$ cat src/rtl/fwd_pkg.sv
package fwd_pkg;
  // Number of in-flight producer stages visible to decode.
  localparam int unsigned FWD_STAGES = 3;
  // Stage slot order: lower slot = younger producer = higher priority.
  localparam int unsigned STG_EX  = 0;
  localparam int unsigned STG_MEM = 1;
  localparam int unsigned STG_WB  = 2;
  // Number of operands the decode stage reads.
  localparam int unsigned FWD_PORTS = 2;
endpackage

$ cat src/rtl/fwd_hit_detect.sv
module fwd_hit_detect
  import fwd_pkg::*;
#(
  parameter int unsigned IDX_W = 5
) (
  input  logic [IDX_W-1:0]                  src_idx,
  input  logic [FWD_STAGES-1:0]             stg_vld,
  input  logic [FWD_STAGES-1:0][IDX_W-1:0]  stg_dst,
  output logic [FWD_STAGES-1:0]             hit,
  output logic                              src_is_zero
);
  assign src_is_zero = (src_idx == '0);

  for (genvar g = 0; g < FWD_STAGES; g++) begin : g_cmp
    // Destination 0 marks a non-writing instruction; index 0 is never bypassed.
    assign hit[g] = stg_vld[g] && !src_is_zero && (stg_dst[g] == src_idx);
  end
endmodule

$ cat src/rtl/fwd_operand_mux.sv
module fwd_operand_mux
  import fwd_pkg::*;
#(
  parameter int unsigned DATA_W = 32
) (
  input  logic [FWD_STAGES-1:0]              hit,
  input  logic                               src_is_zero,
  input  logic [FWD_STAGES-1:0][DATA_W-1:0]  stg_res,
  input  logic [DATA_W-1:0]                  rf_data,
  output logic [DATA_W-1:0]                  value
);
  always_comb begin
    value = rf_data;
    // Walk from the oldest slot to the youngest so the youngest hit overrides.
    for (int i = FWD_STAGES - 1; i >= 0; i--) begin
      if (hit[i]) value = stg_res[i];
    end
    if (src_is_zero) value = '0;
  end
endmodule

$ cat src/rtl/fwd_decode_unit.sv
module fwd_decode_unit
  import fwd_pkg::*;
#(
  parameter int unsigned DATA_W = 32,
  parameter int unsigned IDX_W  = 5
) (
  input  logic              clk,
  input  logic              rst,
  input  logic [IDX_W-1:0]  rs_a_idx,
  input  logic [IDX_W-1:0]  rs_b_idx,
  input  logic [DATA_W-1:0] rf_a_data,
  input  logic [DATA_W-1:0] rf_b_data,
  input  logic              ex_vld,
  input  logic [IDX_W-1:0]  ex_dst,
  input  logic [DATA_W-1:0] ex_res,
  input  logic              ex_is_load,
  input  logic              mem_vld,
  input  logic [IDX_W-1:0]  mem_dst,
  input  logic [DATA_W-1:0] mem_res,
  input  logic              wb_vld,
  input  logic [IDX_W-1:0]  wb_dst,
  input  logic [DATA_W-1:0] wb_res,
  output logic [DATA_W-1:0] opnd_a,
  output logic [DATA_W-1:0] opnd_b,
  output logic              opnd_notready
);
  // Stage bundles, slot order taken from the package.
  logic [FWD_STAGES-1:0]             stg_vld;
  logic [FWD_STAGES-1:0][IDX_W-1:0]  stg_dst;
  logic [FWD_STAGES-1:0][DATA_W-1:0] stg_res;

  always_comb begin
    stg_vld[STG_EX]  = ex_vld;
    stg_vld[STG_MEM] = mem_vld;
    stg_vld[STG_WB]  = wb_vld;
    stg_dst[STG_EX]  = ex_dst;
    stg_dst[STG_MEM] = mem_dst;
    stg_dst[STG_WB]  = wb_dst;
    stg_res[STG_EX]  = ex_res;
    stg_res[STG_MEM] = mem_res;
    stg_res[STG_WB]  = wb_res;
  end

  // Per-operand request bundles.
  logic [FWD_PORTS-1:0][IDX_W-1:0]  port_idx;
  logic [FWD_PORTS-1:0][DATA_W-1:0] port_rf;
  logic [FWD_PORTS-1:0][DATA_W-1:0] port_val;
  logic [FWD_PORTS-1:0]             port_wait;

  assign port_idx[0] = rs_a_idx;
  assign port_idx[1] = rs_b_idx;
  assign port_rf[0]  = rf_a_data;
  assign port_rf[1]  = rf_b_data;

  for (genvar p = 0; p < FWD_PORTS; p++) begin : g_port
    logic [FWD_STAGES-1:0] hit;
    logic                  is_zero;

    fwd_hit_detect #(.IDX_W(IDX_W)) u_hit (
      .src_idx     (port_idx[p]),
      .stg_vld     (stg_vld),
      .stg_dst     (stg_dst),
      .hit         (hit),
      .src_is_zero (is_zero)
    );

    fwd_operand_mux #(.DATA_W(DATA_W)) u_mux (
      .hit         (hit),
      .src_is_zero (is_zero),
      .stg_res     (stg_res),
      .rf_data     (port_rf[p]),
      .value       (port_val[p])
    );

    // Execute-stage hit has top priority, so it alone decides staleness.
    assign port_wait[p] = hit[STG_EX] && ex_is_load;
  end

  always_ff @(posedge clk) begin
    if (rst) begin
      opnd_a        <= '0;
      opnd_b        <= '0;
      opnd_notready <= 1'b0;
    end else begin
      opnd_a        <= port_val[0];
      opnd_b        <= port_val[1];
      opnd_notready <= |port_wait;
    end
  end
endmodule

$ cat config.mk
export PLATFORM = sky130hd
export DESIGN_NAME = fwd_decode_unit
export DESIGN_NICKNAME = d
export VERILOG_FILES = /design/src/rtl/fwd_pkg.sv /design/src/rtl/fwd_hit_detect.sv /design/src/rtl/fwd_operand_mux.sv /design/src/rtl/fwd_decode_unit.sv
export SDC_FILE = /design/constraint.sdc
export NUM_CORES = 1
export LEC_CHECK = 0
export CAP_MARGIN = 10
export CELL_PAD_IN_SITES_DETAIL_PLACEMENT = 1
export CELL_PAD_IN_SITES_GLOBAL_PLACEMENT = 2
export CORE_ASPECT_RATIO = 2
export CORE_MARGIN = 4
export CORE_UTILIZATION = 36
export DETAILED_ROUTE_END_ITERATION = 8
export DONT_BUFFER_PORTS = 1
export GPL_ROUTABILITY_DRIVEN = 0
export PLACE_DENSITY = 0.8
export SYNTH_ARGS = -nofsm -noshare
export SYNTH_HDL_FRONTEND = slang
export SYNTH_SLANG_ARGS = --single-unit
export TNS_END_PERCENT = 30
$ cat constraint.sdc
create_clock -name clk -period 2.7 [get_ports clk]
set_input_delay 0.675 -clock clk [delete_from_list [all_inputs] [get_ports clk]]
set_output_delay 0.675 -clock clk [all_outputs]
set_load 0.02 [all_outputs]
==> impl_metrics.ini <==
[sta]
slew_headroom_pct = 27.5
finalMaxSlewViolations = 0
fin_setup_tns_ns = 0
clock.fmax_mhz = 438
hold_viol = 0
fin_crit_sh_pct = 84.5
tightest_slew_ns = 1.08
grt_setup_unrepaired = false
fin_crit_ns = 2.28
setup_viol_count_final = 0

[placed_design]
io_buffers = 0
placed_cell_area_um2 = 4200
dp_cells = 506
hpwl_um = 11200

[die]
die_w_um = 84.0
initial_core_util_pct = 36.8
ios = 256
die_height_um = 160
dieArea_um2 = 13400
core_um2 = 11300
rows = 55

[run_status]
run_status = completed

[pwr]
max-vdd-ir-drop_mv = 0.362
power_leakage_nw = 1.52
powerDensity_nw_per_um2 = 605
power.total_mw = 2.74

[layout]
final_common_cell = dfxtp_1
final_cell_mix = dfxtp_1 (65), mux2i_1 (64), a221oi_2 (62)
layout.nets = 566
instances_no_fill = 522
antennaDiodeCount = 0
n_fill_cell = 1275
design_area_um2 = 4520
synthToLayoutAreaGrowth_pct = 8.82
drive_gt1_share_pct = 28.2

[grt]
antenna_found_initial = 0
overflow = 0
grt_max_degree = 33
grt_usage_pct = 21.4
grt_pass1_vias = 3736
grt_pass1_wl_um = 21800

[setup_path]
crit_start = wb_dst[0]
cp.required_ns = 2.90
crit_fanout = 19
cp.arrival_ns = 2.49
worstSetupEndpoint = opnd_a[22]
critPathKind = input port to register
start_kind = input port
critPathCaptureType = register

[routing]
routed.top_layer = met4
drt-initial-drc-count = 88
wl_um = 14600
met3_length_um = 1040
drcViolationCount = 0
drt.antenna.violating_nets = 0
wl_per_cell_um = 27.9
first_pass_iters = 4
viasPerCell = 6.20
vias = 3237
met1_length_um = 4480
met2_length_um = 8350

[cts]
clkTransAtPathRegs_ns = 0.06
post_cts_buffers = 0
root_buffer = clkbuf_16
htreeDepth = 3
cts.repair.resized = 0
hold_buffers = 0
clockBufferDepth = 2
tritoncts = yes
cts_made_buffers = 9
clock-sinks = 65

[logic_synthesis]
synth-edff-count = 0
ys_seq_area_share_pct = 31.3
ys.flop_type = dfxtp_1
synth_warnings = 0
synthArstFlopShare_pct = 0
synth_cells = 381
ys_ff_latch = 65
synth_nets = 572
syn_area_per_cell_um2 = 10.9
synthesis.area_um2 = 4160
yosysUniqueCellTypes = 26

[hold_path]
hold_class = input port to register

[job]
maxCapViolCount = 0
area by class of cell:
class	count	area [um^2]	area share (%)
inverter	32	120	2.65
clock inverter	5	78.8	1.74
timing repair buffer	13	123	2.71
sequential	65	1300	28.8
multi-input combinational	254	2480	54.8
tap	142	178	3.93
clock buffer	11	243	5.37
cell usage after synthesis (2+ instances only):
library cell,number,area [um^2]
nor4_2,2,25.0
o21ai_1,17,85.1
nand2_1,6,22.5
a221oi_1,2,17.5
buf_6,12,135
clkbuf_1,12,45.0
o21ai_0,47,235
or4_4,2,22.5
nor4_4,2,42.5
xor2_1,8,70.1
a211oi_4,2,40.0
nor2_2,2,12.5
nor2_1,5,18.8
dfxtp_1,65,1300
nand3_1,2,10.0
nor2b_4,2,27.5
inv_1,32,120
xnor2_1,20,175
nand4_1,4,25.0
nor2_8,2,40.0
buf_8,6,90.1
mux2i_1,64,641
a221oi_2,62,931
routing by layer:
layer	track usage (%)	vias up
met5	0	-
met4	11.9	0
met3	7.74	42
met2	40.8	176
met1	18.8	1580
li1	-	1439
flip-flops by register name, summed over array words and instances (netlist names):
name / cells
opnd_notready: 1
opnd_a: 32
opnd_b: 32
worst max-delay path: stages:
cell      delay [ns]
xnor2_1         0.15
nand3_1         0.14
a211oi_4        0.85
buf_12          0.29
mux2i_1         0.26
a221oi_2        0.08
how the worst min path moves through the flow:
stage	depth (start not counted)	endpoint	slack, ns	from
detailed placement	1	opnd_notready	0.76	rst
CTS	1	opnd_notready	0.41	rst
global placement	1	opnd_notready	0.75	rst
finish	1	opnd_notready	0.42	rst
global route	1	opnd_notready	0.41	rst
floorplan	1	opnd_notready	0.75	rst
per-stage QoR:
step | worst slack [ns] | utilization, % | hold slack [ns]
4_1_cts | 0.413 | 40.1 | 0.406
2_1_floorplan | 0.631 | - | 0.751
5_1_grt | 0.295 | 40.1 | 0.412
3_3_place_gp | 0.0925 | 37.2 | 0.754
6_report | 0.419 | 40.1 | 0.423
3_5_place_dp | 0.0736 | 37.2 | 0.755
power breakdown:
part           leakage, nW  total (mW)  switching [mW]  internal [mW]
Sequential           0.541        1.15           0.122           1.03
Clock                0.159        1.26           0.429          0.832
Combinational        0.817       0.322           0.182          0.140
Total                 1.52        2.74           0.734           2.00
kinds of logic after synthesis:
logic type,count (synthesis),share of synthesized area [%]
compound gates,130,31.5
buf+inv,62,9.39
mux,64,15.4
simple gates,32,6.53
xor+xnor,28,5.90
flops,65,31.3
No activity file was read; power rests on OpenSTA's default activity.
